===== src/rtl/uls_pkg.sv =====
package uls_pkg;
  localparam int DATA_W = 8;
  localparam int LSR_W  = 32;

  // status word bit positions
  localparam int LB_DR   = 0;
  localparam int LB_OE   = 1;
  localparam int LB_PE   = 2;
  localparam int LB_FE   = 3;
  localparam int LB_BI   = 4;
  localparam int LB_THRE = 5;
  localparam int LB_TEMT = 6;
  localparam int LB_ERRF = 7;

  // sticky flag vector positions
  localparam int SF_OE = 0;
  localparam int SF_PE = 1;
  localparam int SF_FE = 2;
  localparam int SF_BI = 3;
  localparam int SF_W  = 4;

  typedef struct packed {
    logic              brk;
    logic              ferr;
    logic              perr;
    logic [DATA_W-1:0] data;
  } rx_entry_t;

  function automatic logic entry_flagged(rx_entry_t e);
    return e.brk | e.ferr | e.perr;
  endfunction
endpackage


===== src/rtl/uls_rx_fifo.sv =====
module uls_rx_fifo
  import uls_pkg::*;
#(
  parameter int DEPTH = 16
) (
  input  logic      clk,
  input  logic      rst_n,
  input  logic      in_valid,
  input  rx_entry_t in_entry,
  output logic      in_accept,
  output logic      in_overrun,
  output logic      out_valid,
  input  logic      out_ready,
  output rx_entry_t out_entry,
  output logic      out_fire
);
  localparam int AW = (DEPTH > 1) ? $clog2(DEPTH) : 1;
  localparam int CW = $clog2(DEPTH + 1);
  localparam logic [AW-1:0] LAST = AW'(DEPTH - 1);

  rx_entry_t     mem [DEPTH];
  logic [AW-1:0] wr_ptr, rd_ptr;
  logic [CW-1:0] count;
  logic          full;

  function automatic logic [AW-1:0] bump(logic [AW-1:0] p);
    return (p == LAST) ? '0 : p + 1'b1;
  endfunction

  assign full       = (count == CW'(DEPTH));
  assign in_accept  = in_valid & ~full;
  assign in_overrun = in_valid & full;
  assign out_valid  = (count != '0);
  assign out_fire   = out_valid & out_ready;
  assign out_entry  = mem[rd_ptr];

  always_ff @(posedge clk) begin
    if (in_accept) mem[wr_ptr] <= in_entry;
  end

  always_ff @(posedge clk) begin
    if (!rst_n) begin
      wr_ptr <= '0;
      rd_ptr <= '0;
      count  <= '0;
    end else begin
      if (in_accept) wr_ptr <= bump(wr_ptr);
      if (out_fire)  rd_ptr <= bump(rd_ptr);
      count <= count + CW'(in_accept) - CW'(out_fire);
    end
  end

  // a full FIFO refuses the write, so occupancy never grows past DEPTH
  a_r4_full_holds: assert property (@(posedge clk) disable iff (!rst_n)
    (full && !out_ready) |=> (count == CW'(DEPTH)));

  // a stalled head stays valid and unchanged
  a_r10_head_hold: assert property (@(posedge clk) disable iff (!rst_n)
    (out_valid && !out_ready) |=> (out_valid && $stable(out_entry)));

  a_r10_no_overflow: assert property (@(posedge clk) disable iff (!rst_n)
    count <= CW'(DEPTH));
endmodule


===== src/rtl/uls_sticky_bits.sv =====
module uls_sticky_bits #(
  parameter int W = 4
) (
  input  logic         clk,
  input  logic         rst_n,
  input  logic [W-1:0] set,
  input  logic         clr,
  output logic [W-1:0] q
);
  for (genvar i = 0; i < W; i++) begin : g_bit
    always_ff @(posedge clk) begin
      if (!rst_n) q[i] <= 1'b0;
      else        q[i] <= set[i] | (q[i] & ~clr);
    end

    // a set arriving with a read is not lost
    a_r7_set_wins: assert property (@(posedge clk) disable iff (!rst_n)
      set[i] |=> q[i]);

    // a read with no set event clears the bit
    a_r7_read_clears: assert property (@(posedge clk) disable iff (!rst_n)
      (clr && !set[i]) |=> !q[i]);
  end
endmodule


===== src/rtl/uls_err_tracker.sv =====
module uls_err_tracker #(
  parameter int DEPTH = 16
) (
  input  logic clk,
  input  logic rst_n,
  input  logic inc,
  input  logic dec,
  input  logic rd,
  output logic errf
);
  localparam int CW = $clog2(DEPTH + 1);

  logic [CW-1:0] cnt, cnt_d;
  logic          errf_d;

  always_comb begin
    cnt_d  = cnt + CW'(inc) - CW'(dec);
    errf_d = inc | (errf & ~(rd & (cnt_d == '0)));
  end

  always_ff @(posedge clk) begin
    if (!rst_n) begin
      cnt  <= '0;
      errf <= 1'b0;
    end else begin
      cnt  <= cnt_d;
      errf <= errf_d;
    end
  end

  // summary bit is up whenever a flagged entry is stored
  a_r8_errf_covers_cnt: assert property (@(posedge clk) disable iff (!rst_n)
    (cnt != '0) |-> errf);

  a_r8_cnt_bound: assert property (@(posedge clk) disable iff (!rst_n)
    cnt <= CW'(DEPTH));

  // no read means no clear
  a_r8_sticky_without_read: assert property (@(posedge clk) disable iff (!rst_n)
    (errf && !rd) |=> errf);
endmodule


===== src/rtl/uart_line_status.sv =====
module uart_line_status
  import uls_pkg::*;
#(
  parameter int RX_DEPTH = 16
) (
  input  logic              clk,
  input  logic              rst_n,
  input  logic              rx_valid,
  input  logic [DATA_W-1:0] rx_data,
  input  logic              rx_perr,
  input  logic              rx_ferr,
  input  logic              rx_brk,
  input  logic              line_break,
  input  logic              tx_fifo_empty,
  input  logic              tx_shift_empty,
  output logic              pop_valid,
  input  logic              pop_ready,
  output logic [DATA_W-1:0] pop_data,
  output logic              pop_perr,
  output logic              pop_ferr,
  output logic              pop_brk,
  input  logic              lsr_rd,
  output logic [LSR_W-1:0]  lsr_rdata
);
  rx_entry_t         in_entry, head;
  logic              accept, overrun, fire;
  logic [SF_W-1:0]   sticky_set, sticky_q;
  logic              errf;
  logic              thre_q, temt_q;

  assign in_entry = '{brk: rx_brk, ferr: rx_ferr, perr: rx_perr, data: rx_data};

  uls_rx_fifo #(.DEPTH(RX_DEPTH)) u_fifo (
    .clk        (clk),
    .rst_n      (rst_n),
    .in_valid   (rx_valid),
    .in_entry   (in_entry),
    .in_accept  (accept),
    .in_overrun (overrun),
    .out_valid  (pop_valid),
    .out_ready  (pop_ready),
    .out_entry  (head),
    .out_fire   (fire)
  );

  assign pop_data = head.data;
  assign pop_perr = head.perr;
  assign pop_ferr = head.ferr;
  assign pop_brk  = head.brk;

  always_comb begin
    sticky_set        = '0;
    sticky_set[SF_OE] = overrun;
    sticky_set[SF_PE] = accept & rx_perr;
    sticky_set[SF_FE] = accept & rx_ferr;
    sticky_set[SF_BI] = line_break | (accept & rx_brk);
  end

  uls_sticky_bits #(.W(SF_W)) u_sticky (
    .clk   (clk),
    .rst_n (rst_n),
    .set   (sticky_set),
    .clr   (lsr_rd),
    .q     (sticky_q)
  );

  uls_err_tracker #(.DEPTH(RX_DEPTH)) u_err (
    .clk   (clk),
    .rst_n (rst_n),
    .inc   (accept & entry_flagged(in_entry)),
    .dec   (fire & entry_flagged(head)),
    .rd    (lsr_rd),
    .errf  (errf)
  );

  always_ff @(posedge clk) begin
    if (!rst_n) begin
      thre_q <= 1'b1;
      temt_q <= 1'b1;
    end else begin
      thre_q <= tx_fifo_empty;
      temt_q <= tx_fifo_empty & tx_shift_empty;
    end
  end

  always_comb begin
    lsr_rdata          = '0;
    lsr_rdata[LB_DR]   = pop_valid;
    lsr_rdata[LB_OE]   = sticky_q[SF_OE];
    lsr_rdata[LB_PE]   = sticky_q[SF_PE];
    lsr_rdata[LB_FE]   = sticky_q[SF_FE];
    lsr_rdata[LB_BI]   = sticky_q[SF_BI];
    lsr_rdata[LB_THRE] = thre_q;
    lsr_rdata[LB_TEMT] = temt_q;
    lsr_rdata[LB_ERRF] = errf;
  end

  // shift register cannot be idle-reported empty while the FIFO holds data
  a_r9_temt_needs_thre: assert property (@(posedge clk) disable iff (!rst_n)
    temt_q |-> thre_q);

  // an overrun leaves OE raised on the following cycle
  a_r4_overrun_flags: assert property (@(posedge clk) disable iff (!rst_n)
    overrun |=> lsr_rdata[LB_OE]);

  // a flagged character that is stored raises ERRF
  a_r8_flagged_push: assert property (@(posedge clk) disable iff (!rst_n)
    (accept && (rx_perr || rx_ferr || rx_brk)) |=> lsr_rdata[LB_ERRF]);

  // upper bits are zero
  a_r1_upper_zero: assert property (@(posedge clk) disable iff (!rst_n)
    lsr_rdata[LSR_W-1:8] == '0);
endmodule


===== config.mk =====
export PLATFORM = sky130hd
export DESIGN_NAME = uart_line_status
export DESIGN_NICKNAME = d
export VERILOG_FILES = /design/src/rtl/uls_pkg.sv /design/src/rtl/uls_rx_fifo.sv /design/src/rtl/uls_sticky_bits.sv /design/src/rtl/uls_err_tracker.sv /design/src/rtl/uart_line_status.sv
export SDC_FILE = /design/constraint.sdc
export NUM_CORES = 1
export LEC_CHECK = 0
export BUFFER_PORTS_ARGS = -buffer_cell sky130_fd_sc_hd__buf_2
export CAP_MARGIN = 25
export CORE_MARGIN = 3
export CORE_UTILIZATION = 30
export CTS_CLUSTER_DIAMETER = 200
export DETAILED_ROUTE_END_ITERATION = 10
export SLEW_MARGIN = 15
export SYNTH_ARGS = -nofsm -noshare
export SYNTH_HDL_FRONTEND = slang
export SYNTH_SLANG_ARGS = --single-unit

===== constraint.sdc =====
create_clock -name clk -period 4.25 [get_ports clk]
set_clock_uncertainty 0.15 [all_clocks]
set_input_delay 0.2125 -clock clk [delete_from_list [all_inputs] [get_ports clk]]
set_output_delay 0.2125 -clock clk [all_outputs]
set_load 0.005 [all_outputs]

# Yosys cells after proc, flatten, opt, wreduce, memory -nomap -nowiden
# Memory sizes are Yosys's and may differ from the RTL's. A register that Yosys moved wholly into a read port is not among the register bits.
# Index checks and enable logic that the tools add are counted.
# totals
n_memories,1
ramBits,176
wordCells,57
input_bits,19
output_inout_bits,44
ff_bits,25
latchBits,0
romBits,0
# mem_list
memory,depth,word_bits,rd,rd_clocked_by_memory_dff,wr,line,source
u_fifo.mem,16,11,1,1,1,uls_rx_fifo.sv:21,rx_entry_t mem [DEPTH];
# op_classes
div_mod_pow,0
order_cmp,0
mul,0
n_eq_ne,3
mux,6
addsub,6
reduce_logical,2
shift,0
bitwise,28
# op_table
op,n
4-bit 2-to-1 mux,4
1-bit AND,15
5-bit by 1-bit adder with 5-bit output,2
1-bit bitwise OR,10
5-bit by 1-bit subtractor with 5-bit output,2
"4-bit by 1-bit adder with 4-bit output, second input constant",2
"4-bit == test, second input constant",2
"5-bit == test, second input constant",1
5-bit logical NOT,1
5-bit nonzero test,1
1-bit inverter,3
1-bit 2-to-1 mux,2

# Logic depth before layout (Yosys ltp)
# Gate-level depths: netlist of the first run.
# logic_depth
ltp_word,11
ltp_mapped,16
depth_no_buf,15

# By module
# Synthesis of the first run repeated with hierarchy kept, for this count alone.
# hier_totals
hier_cells,467
area_unflattened_um2,8488.1
# modules_own_cells
module,n_inst,seq_area_each_um2,cells_each,area_per_inst_um2
uls_rx_fifo,1,5625.4,381,7693.6
uls_err_tracker,1,120.1,36,350.3
uart_line_status,1,40.0,38,309.0
uls_sticky_bits,1,80.1,12,135.1

# Worst setup path after synthesis of the first run
# No wires, ideal clock.
# synth_path
kind,register -> register
from,register with a tool-made name
to,register u_err.errf
synth_period_minus_slack_ps,3681
n_path_buf,2
arrival_time_ps,3400
stages_incl_launch_ff,17
slack_ps,569
cell_sequence,dfxtp_1 > buf_2 > clkbuf_1 > mux4_2 > a22oi_1 > nand3_1 > nor3_1 > nor2_1 > ha_1 > inv_1 > ha_1 > fa_1 > a21o_1 > a21oi_1 > xnor2_1 > o41ai_1 > a21boi_1
# synth_rtl
element,line,source
end signal: assignment,uls_err_tracker.sv:27,errf <= errf_d;
end: declaration,uls_err_tracker.sv:9,output logic errf

==> results of run 1 <==
[cells in the mapped netlist]
cell / instances
edfxtp_1: 176
mux4_2: 53
buf_4: 31
dfxtp_1: 29
and2_1: 22
ha_1: 16
inv_1: 15
nand2_1: 13
clkbuf_1: 10
nor2b_1: 10
xnor2_1: 8
a21oi_1: 7
a22oi_1: 5
nand3_1: 5
a21boi_1: 4
and4_1: 4
nor2_1: 4
a21o_1: 3
or3_1: 3
and3b_1: 2
fa_1: 2
inv_2: 2
o21ai_0: 2
xor2_1: 2
a221oi_1: 1
a311oi_1: 1
and3_1: 1
buf_1: 1
buf_2: 1
buf_6: 1
buf_8: 1
conb_1: 1
mux2i_1: 1
nand2b_1: 1
nor3_1: 1
nor3b_1: 1
nor4bb_1: 1
o21ai_1: 1
o31ai_1: 1
o41ai_1: 1
or4b_1: 1
[final timing paths]
path / cells after the start / slack (ns) / end
min reg2reg: 2 / 0.33 / u_err.errf$_SDFF_PN0_
max: 15 / 0.29 / u_err.errf$_SDFF_PN0_
max reg2reg: 15 / 0.29 / u_err.errf$_SDFF_PN0_
min: 2 / 0.33 / u_err.errf$_SDFF_PN0_
[cell families after synthesis]
logic type	after synthesis
xor gates and xnor gates	10
muxes	54
and+or+nand+nor	69
other	1
DFF	205
buffers and inverters	62
adders and majority gates	18
AOI/OAI and AO/OA	26
[flip-flops by register name, summed over array words and instances (netlist names), named ones only]
register and flops:
thre_q 1, temt_q 1, u_sticky.q 4, u_fifo.rd_ptr 4
u_fifo.mem 176, u_err.errf 1, u_fifo.count 5, u_err.cnt 5
u_fifo.wr_ptr 4
[repair_timing]
item | 4_1_cts | 5_1_grt
endpoints found under the setup margin | 0 | 1
setup buffers | 0 | 0
hold buffers | 23 | 0
gates resized for setup | 0 | 2
endpoints found under the hold margin | 185 | 0
[per-stage QoR]
stage / hold WS (ns) / cells / power (mW) / setup slack (ns) / instance area (sq um)
2_1_floorplan: 0.136 / 468 / 3.18 / 0.569 / 8440
3_5_place_dp: 0.274 / 841 / 3.44 / 0.148 / 8850
4_1_cts: 0.326 / 896 / 5.14 / 0.128 / 9690
5_1_grt: 0.356 / 896 / 5.34 / 0.0105 / 9700
3_3_place_gp: 0.256 / 841 / 3.40 / 0.294 / 8850
6_report: 0.325 / 896 / 5.08 / 0.291 / 9700
[routing by layer]
metal	share of wire [%]	wire (um)	vias to the layer above	track usage, %
met2	51	8570	82	19.5
li1	-	-	1822	-
met4	1.8	311	0	2.47
met5	0	0	-	0
met3	4.3	733	23	2.42
met1	43	7240	2108	14.4
[critical path, cell delays in order (launching register included)]
cell and delay (ns):
dfxtp_2 0.42, buf_6 0.20, mux4_2 0.52, a22oi_1 0.19, nand3_1 0.14, nor3_2 0.26
nor2_1 0.07, ha_1 0.28, inv_1 0.04, ha_1 0.22, fa_1 0.43, a21o_1 0.19
a21oi_1 0.18, xnor2_1 0.11, o41ai_1 0.31, a21boi_1 0.11
[power by group through the flow]
| stage | Sequential [mW] | Combinational [mW] | Clock, mW |
|---|---|---|---|
| 3_5_place_dp | 2.42 | 1.03 | 0 |
| 4_1_cts | 2.37 | 1.05 | 1.72 |
| 5_1_grt | 2.39 | 1.16 | 1.79 |
| 2_1_floorplan | 2.38 | 0.802 | 0 |
| 3_3_place_gp | 2.41 | 0.989 | 0 |
| 6_report | 2.37 | 1.03 | 1.67 |
[final cells by class]
type                            count  share of cell area, %
Sequential cell                   205                   60.5
Tap cell                          372                   4.80
Multi-Input combinational cell    201                   22.7
Clock inverter                      7                  0.710
Clock buffer                       25                   5.57
Inverter                           17                  0.658
Timing Repair Buffer               69                   4.99
==> flow_summary.json, run 1 <==
{
  "status": "finished, final reports clean",
  "core_sq_um": 27200,
  "tns_ns": 0,
  "cts_max_level": 1,
  "fillers": 2571,
  "portBuffers": 38,
  "max-vdd-ir-drop_mv": 0.291,
  "first_iter_violations": 227,
  "holdCritPathClass": "register to register",
  "layout_commonest_cell": "edfxtp_1",
  "crit_type": "register to register",
  "swShare_pct": 25.2,
  "die_width_um": 173,
  "synth_area_leaders": "edfxtp_1 63%, mux4_2 14%, dfxtp_1 7.0%",
  "vias_per_cell": 4.50,
  "root_buffer": "clkbuf_16",
  "drc_errors": 0,
  "clockPowerShare_pct": 32.9,
  "antenna_found_initial": 0,
  "synth_seq_cells": 205,
  "synth_area_leader_cell": "edfxtp_1",
  "final_cell_mix": "176 x edfxtp_1, 53 x mux4_2, 38 x buf_2",
  "area_delta_synth_final_pct": 16.1,
  "crit_path_start_kind": "register",
  "numClockSinks": 205,
  "synth_top_family_by_area": "multiplexers",
  "cts.clk_slew.worst_paths_ns": 0.06,
  "ant_nets": 0,
  "netlist_instances": 445,
  "grt_pass1_vias": 4343,
  "period_needed_ns": 3.96,
  "die_h_um": 173,
  "grt_setup_unrepaired": "no",
  "grt_pass1_wl_mm": 25.8,
  "worst_pin_slew_ns": 0.868,
  "critPathMaxFanout": 10,
  "seqPwrFrac_pct": 46.7,
  "firstDrtPassIters": 4,
  "min_from": "u_err.errf$_SDFF_PN0_",
  "dp_hpwl_mm": 10.5,
  "antenna_cells": 0,
  "grt_max_degree": 26,
  "numCtsBuffers": 21,
  "fin_nets": 552,
  "io_pins": 63,
  "syn_avg_cell_area_sq_um": 18.8,
  "worstPathArrival_ns": 4.16,
  "p_int_mw": 3.80,
  "drv_slew": 0,
  "finalHoldViolCount": 0,
  "p_switching_mw": 1.28,
  "yosys-mux-area-fraction_pct": 14.4,
  "yosys_warnings": 0,
  "maxSlewHeadroom_pct": 42.1,
  "synth_simple_gate_area_share_pct": 4.86,
  "wl_mm": 16.9,
  "cp_data_required_time_ns": 4.45,
  "finalCritPeriodShare_pct": 93.1,
  "comb_power_share_pct": 20.3,
  "ys_types": 41,
  "fp-row-count": 60,
  "maxCapViolCount": 0,
  "die_area_sq_um": 29900,
  "fmaxAchievable_mhz": 253,
  "cts_buffer_depth": 3,
  "synth_compound_area_share_pct": 2.08,
  "wl_per_cell_um": 18.8,
  "post_synth_xor_area_fraction_pct": 1.05,
  "p_leak_nw": 3.21,
  "ys_seq_area_share_pct": 70.3,
  "grt_overflow": 0,
  "fin_util_pct": 35.7,
  "setup_viol": 0,
  "seq_area_sq_um": 5870,
  "syn_area_sq_um": 8350,
  "endpoint_kind": "register",
  "yosys.area.top_type_share_pct": 63.3,
  "via_count": 4035,
  "clk_latency_ns": 0.49,
  "multi_input_area_sq_um": 2210,
  "final_layout_size_suffix_gt1_share_pct": 24.8,
  "start_util_pct": 30.7,
  "cts_tree": "done",
  "track_usage_pct": 11.2,
  "power_density_nw_per_um2": 524,
  "gp_congestion": 0.726,
  "synth_adder_area_share_pct": 2.88
}
No activity file was read; power rests on OpenSTA's default activity.
==> run 2, diff against run 1 <==
--- a/config.mk
+++ b/config.mk
@@ -11,6 +11,7 @@
 export CORE_UTILIZATION = 30
 export CTS_CLUSTER_DIAMETER = 200
 export DETAILED_ROUTE_END_ITERATION = 10
+export MAX_ROUTING_LAYER = met4
 export SLEW_MARGIN = 15
 export SYNTH_ARGS = -nofsm -noshare
 export SYNTH_HDL_FRONTEND = slang
==> run 2 against run 1 <==
Compared with the run above: sequential power hardly changed; clock-buffer cell count is the same; final area stayed put; maximum frequency is essentially flat; largest power group unchanged; clock power about the same; worst hold slack about the same; combinational power is essentially flat; cell count is the same; global-route usage rose by 0.34 points; flip-flop and latch count stayed put; critical path depth stayed put; power hardly changed.
==> flow_summary.json, run 2 (synthesis results as in run 1) <==
{
  "drv_slew": 0,
  "clockPowerShare_pct": 32.9,
  "layout_commonest_cell": "edfxtp_1",
  "swShare_pct": 25.2,
  "largest_reg_flops": 176,
  "top_regs": "u_fifo.mem x176, u_err.cnt x5, u_fifo.count x5",
  "power_density_nw_per_um2": 524,
  "cts.clk_slew.worst_paths_ns": 0.06,
  "antenna_cells": 0,
  "antenna_found_initial": 0,
  "p_switching_mw": 1.28,
  "maxSlewHeadroom_pct": 42.8,
  "core_sq_um": 27200,
  "io_pins": 63,
  "r2r_slack_ns": 0.29,
  "root_buffer": "clkbuf_16",
  "top_register": "u_fifo.mem",
  "critPathMaxFanout": 10,
  "portBuffers": 38,
  "fmaxAchievable_mhz": 253,
  "drc_errors": 0,
  "die_h_um": 173,
  "die_width_um": 173,
  "endpoint_kind": "register",
  "max-vdd-ir-drop_mv": 0.291,
  "hold_ws_ns": 0.325,
  "finalHoldViolCount": 0,
  "finalCritPeriodShare_pct": 93.2,
  "area_delta_synth_final_pct": 16.1,
  "dpl_cell_area_sq_um": 8850,
  "period_needed_ns": 3.96,
  "tns_ns": 0,
  "fin_util_pct": 35.7,
  "status": "finished, final reports clean",
  "p_leak_nw": 3.21,
  "hold-path-cell-count": 2,
  "final_area_sq_um": 9700,
  "cts_buffer_depth": 3,
  "fp-row-count": 60,
  "min_from": "u_err.errf$_SDFF_PN0_",
  "crit_path_start_kind": "register",
  "fin_cells": 896,
  "maxCapViolCount": 0,
  "cts_tree": "done",
  "track_usage_pct": 11.5,
  "power_mw": 5.08,
  "crit_type": "register to register",
  "numPlacedInstances": 841,
  "start_util_pct": 30.7,
  "seq_area_sq_um": 5870,
  "min_to": "u_err.errf$_SDFF_PN0_",
  "grt_pass1_vias": 4347,
  "grt_max_degree": 26,
  "numCtsBuffers": 21,
  "wl_per_cell_um": 18.8,
  "grt_overflow": 0,
  "clk_latency_ns": 0.49,
  "cts_max_level": 1,
  "place_ws_ns": 0.148,
  "final_cell_mix": "176 x edfxtp_1, 53 x mux4_2, 38 x buf_2",
  "p_int_mw": 3.80,
  "firstDrtPassIters": 4,
  "gp_congestion": 0.735,
  "fillers": 2571,
  "numClockSinks": 205,
  "holdCritPathClass": "register to register",
  "first_iter_violations": 217,
  "r2r-end": "u_err.errf$_SDFF_PN0_",
  "grt_pass1_wl_mm": 25.8,
  "multi_input_area_sq_um": 2210,
  "grt_setup_unrepaired": "no",
  "setup_viol": 0,
  "worstPathArrival_ns": 4.16,
  "seqPwrFrac_pct": 46.7,
  "vias_per_cell": 4.51,
  "cp_data_required_time_ns": 4.45,
  "fin_ws_ns": 0.290,
  "comb_power_share_pct": 20.3,
  "final_layout_size_suffix_gt1_share_pct": 24.8,
  "via_count": 4042,
  "wl_mm": 16.8,
  "worst_pin_slew_ns": 0.858,
  "die_area_sq_um": 29900,
  "ant_nets": 0,
  "dp_hpwl_mm": 10.5,
  "fin_nets": 552,
  "reg2regPathDepth": 15
}
run 2: what timing repair did:
| item | CTS | global route |
|---|---|---|
| hold buffers | 23 | 0 |
| gates resized for setup | 0 | 2 |
| setup endpoints to repair | 0 | 1 |
| setup buffers | 0 | 0 |
| endpoints found under the hold margin | 185 | 0 |
run 2: worst max path at each step:
stage | startpoint | endpoint | slack [ns]
CTS | register | u_err.errf$_SDFF_PN0_ | 0.13
floorplan | register | u_err.errf$_SDFF_PN0_ | 0.57
global placement | register | u_err.errf$_SDFF_PN0_ | 0.29
detailed placement | register | u_err.errf$_SDFF_PN0_ | 0.15
global route | register | u_err.errf$_SDFF_PN0_ | 0.01
finish | register | u_err.errf$_SDFF_PN0_ | 0.29
run 2: routing by layer:
metal	GRT usage [%]	vias to the layer above	share of wire, %
met2	19.6	98	51
met1	14.4	2093	42
met4	2.47	0	1.8
li1	-	1826	-
met5	-	-	0
met3	2.31	25	4.8
run 2: power by group through the flow:
stage	Sequential (mW)	Clock, mW	Combinational [mW]
6_report	2.37	1.67	1.03
5_1_grt	2.39	1.79	1.16
4_1_cts	2.37	1.72	1.05
3_5_place_dp	2.42	0	1.03
3_3_place_gp	2.41	0	0.989
2_1_floorplan	2.38	0	0.802
run 2: cell type report:
class	instances	share of cell area, %
clock inverter	7	0.710
inverter	17	0.658
timing repair buffer	69	4.99
sequential	205	60.5
tap	372	4.80
clock buffer	25	5.57
multi-input combinational	201	22.7
run 2: critical path, stage by stage (launching register included):
cell and delay (ns):
dfxtp_2 0.42, buf_6 0.20, mux4_2 0.52, a22oi_1 0.19
nand3_1 0.14, nor3_2 0.26, nor2_1 0.07, ha_1 0.28
inv_1 0.04, ha_1 0.22, fa_1 0.43, a21o_1 0.19
a21oi_1 0.18, xnor2_1 0.11, o41ai_1 0.31, a21boi_1 0.11
==> run 3, diff against run 2 <==
--- a/config.mk
+++ b/config.mk
@@ -11,6 +11,7 @@
 export CORE_UTILIZATION = 30
 export CTS_CLUSTER_DIAMETER = 200
 export DETAILED_ROUTE_END_ITERATION = 10
+export GPL_TIMING_DRIVEN = 0
 export MAX_ROUTING_LAYER = met4
 export SLEW_MARGIN = 15
 export SYNTH_ARGS = -nofsm -noshare
==> run 3 against run 2 <==
Compared with the run above: final area rose by 3.3%; global-route usage is 0.42 points higher; core utilization increased by 1.2 points; first-iteration DRC count increased by 44%; largest power group unchanged.
==> flow_summary.json, run 3 (synthesis results as in run 1) <==
{
  "status": "finished, final reports clean",
  "reg2regPathDepth": 16,
  "comb_power_share_pct": 21.2,
  "fin_nets": 587,
  "ant_nets": 0,
  "die_width_um": 173,
  "finalCritPeriodShare_pct": 93.5,
  "endpoint_kind": "register",
  "firstDrtPassIters": 4,
  "area_delta_synth_final_pct": 20.0,
  "die_area_sq_um": 29900,
  "max-vdd-ir-drop_mv": 0.322,
  "p_switching_mw": 1.37,
  "place_ws_ns": -0.223,
  "layout_commonest_cell": "edfxtp_1",
  "period_needed_ns": 3.97,
  "wl_per_cell_um": 18.7,
  "critPathMaxFanout": 10,
  "hold-path-cell-count": 4,
  "drc_errors": 0,
  "dp_hpwl_mm": 10.7,
  "grt_pass1_vias": 4469,
  "fin_ws_ns": 0.275,
  "io_pins": 63,
  "portBuffers": 38,
  "antenna_cells": 0,
  "wl_mm": 17.5,
  "die_h_um": 173,
  "p_leak_nw": 3.41,
  "fmaxAchievable_mhz": 252,
  "core_sq_um": 27200,
  "vias_per_cell": 4.44,
  "cts_tree": "done",
  "dpl_cell_area_sq_um": 9090,
  "crit_type": "register to register",
  "cp_data_required_time_ns": 4.46,
  "worst_pin_slew_ns": 0.988,
  "start_util_pct": 30.7,
  "top_regs": "u_fifo.mem x176, u_err.cnt x5, u_fifo.count x5",
  "track_usage_pct": 11.9,
  "drv_slew": 0,
  "antenna_found_initial": 0,
  "swShare_pct": 25.7,
  "first_iter_violations": 313,
  "numCtsBuffers": 21,
  "r2r_slack_ns": 0.28,
  "final_area_sq_um": 10000,
  "largest_reg_flops": 176,
  "power_density_nw_per_um2": 532,
  "worstPathArrival_ns": 4.18,
  "maxCapViolCount": 0,
  "r2r-end": "u_err.errf$_SDFF_PN0_",
  "min_to": "u_fifo.rd_ptr[1]$_SDFFE_PN0N_",
  "via_count": 4157,
  "grt_overflow": 0,
  "final_cell_mix": "176 x edfxtp_1, 53 x mux4_2, 39 x buf_2",
  "multi_input_area_sq_um": 2220,
  "finalHoldViolCount": 0,
  "seqPwrFrac_pct": 44.2,
  "cts_buffer_depth": 3,
  "clk_latency_ns": 0.50,
  "maxSlewHeadroom_pct": 34.1,
  "grt_pass1_wl_mm": 26.5,
  "top_register": "u_fifo.mem",
  "root_buffer": "clkbuf_16",
  "cts.clk_slew.worst_paths_ns": 0.06,
  "grt_max_degree": 19,
  "seq_area_sq_um": 5870,
  "final_layout_size_suffix_gt1_share_pct": 29.2,
  "clockPowerShare_pct": 34.6,
  "fin_cells": 937,
  "crit_path_start_kind": "register",
  "gp_congestion": 0.802,
  "p_int_mw": 3.96,
  "numClockSinks": 205,
  "setup_viol": 0,
  "min_from": "pop_ready",
  "fillers": 2547,
  "fp-row-count": 60,
  "holdCritPathClass": "input port to register",
  "cts_max_level": 1,
  "numPlacedInstances": 878
}
==> run 3: cell count changes in the layout (fill, tap and decap cells not counted), sizes merged <==
| cell | before | now |
|---|---|---|
| buf | 46 | 73 |
| clkbuf | 25 | 36 |
| clkinv | 5 | 8 |
| dlygate4sd3 | 23 | 21 |
| bufinv | 1 | 2 |
| clkinvlp | 0 | 1 |
==> run 3: power by group through the flow <==
stage / Clock [mW] / Combinational [mW] / Sequential (mW)
after global placement: 0 / 1.07 / 2.39
after floorplan: 0 / 0.802 / 2.38
after CTS: 1.89 / 1.14 / 2.35
final: 1.84 / 1.13 / 2.35
after detailed placement: 0 / 1.11 / 2.40
after global routing: 1.96 / 1.26 / 2.36
==> run 3: worst max path at each step <==
| stage | end | slack (ns) | cells past startpoint |
|---|---|---|---|
| CTS | u_err.errf$_SDFF_PN0_ | 0.04 | 16 |
| floorplan | u_err.errf$_SDFF_PN0_ | 0.57 | 16 |
| finish | u_err.errf$_SDFF_PN0_ | 0.28 | 16 |
| global route | u_err.errf$_SDFF_PN0_ | -0.002 | 16 |
| detailed placement | u_err.errf$_SDFF_PN0_ | -0.22 | 16 |
| global placement | u_err.errf$_SDFF_PN0_ | -0.18 | 16 |
==> run 3: metrics by stage <==
| step | total power, mW | hold slack, ns | util (%) | setup TNS (ns) |
|---|---|---|---|---|
| global placement | 3.46 | 0.260 | 33.5 | -0.183 |
| floorplan | 3.18 | 0.136 | - | 0 |
| CTS | 5.38 | 0.00539 | 36.8 | 0 |
| detailed placement | 3.51 | 0.260 | 33.5 | -0.223 |
| global route | 5.58 | 0.0586 | 36.9 | -0.00235 |
| finish | 5.33 | 0.0213 | 36.9 | 0 |
==> run 3: critical path, stage by stage, from the launching register on <==
cell and delay, ns:
dfxtp_1 0.33, buf_6 0.15, buf_8 0.19, mux4_2 0.52, a22oi_1 0.19, nand3_1 0.17, nor3_4 0.26, nor2_1 0.07
ha_1 0.27, inv_1 0.04, ha_1 0.22, fa_1 0.43, a21o_1 0.19, a21oi_1 0.16, xnor2_1 0.11, o41ai_2 0.28
a21boi_1 0.10
==> run 3: repair_timing <==
action | CTS | global route
endpoints found under the setup margin | 1 | 1
buffers inserted | 0 | 0
hold endpoints to repair | 188 | 0
resized for setup | 2 | 5
pin swaps | 0 | 0
hold buffers | 21 | 0
==> run 3: per-layer routing <==
layer / wire length, um / track usage, % / share of wire, %
met1: 7640 / 15.1 / 44
met2: 8600 / 19.7 / 49
met3: 671 / 2.04 / 3.8
met5: 0 / - / 0
met4: 583 / 3.92 / 3.3
==> run 3: layout make-up <==
cell class,count,share of cell area [%]
Tap cell,372,4.64
Sequential cell,205,58.5
Inverter,17,0.637
Buffer,45,3.10
Multi-Input combinational cell,201,22.2
Clock inverter,12,1.21
Clock buffer,26,5.73
Timing Repair Buffer,59,4.00
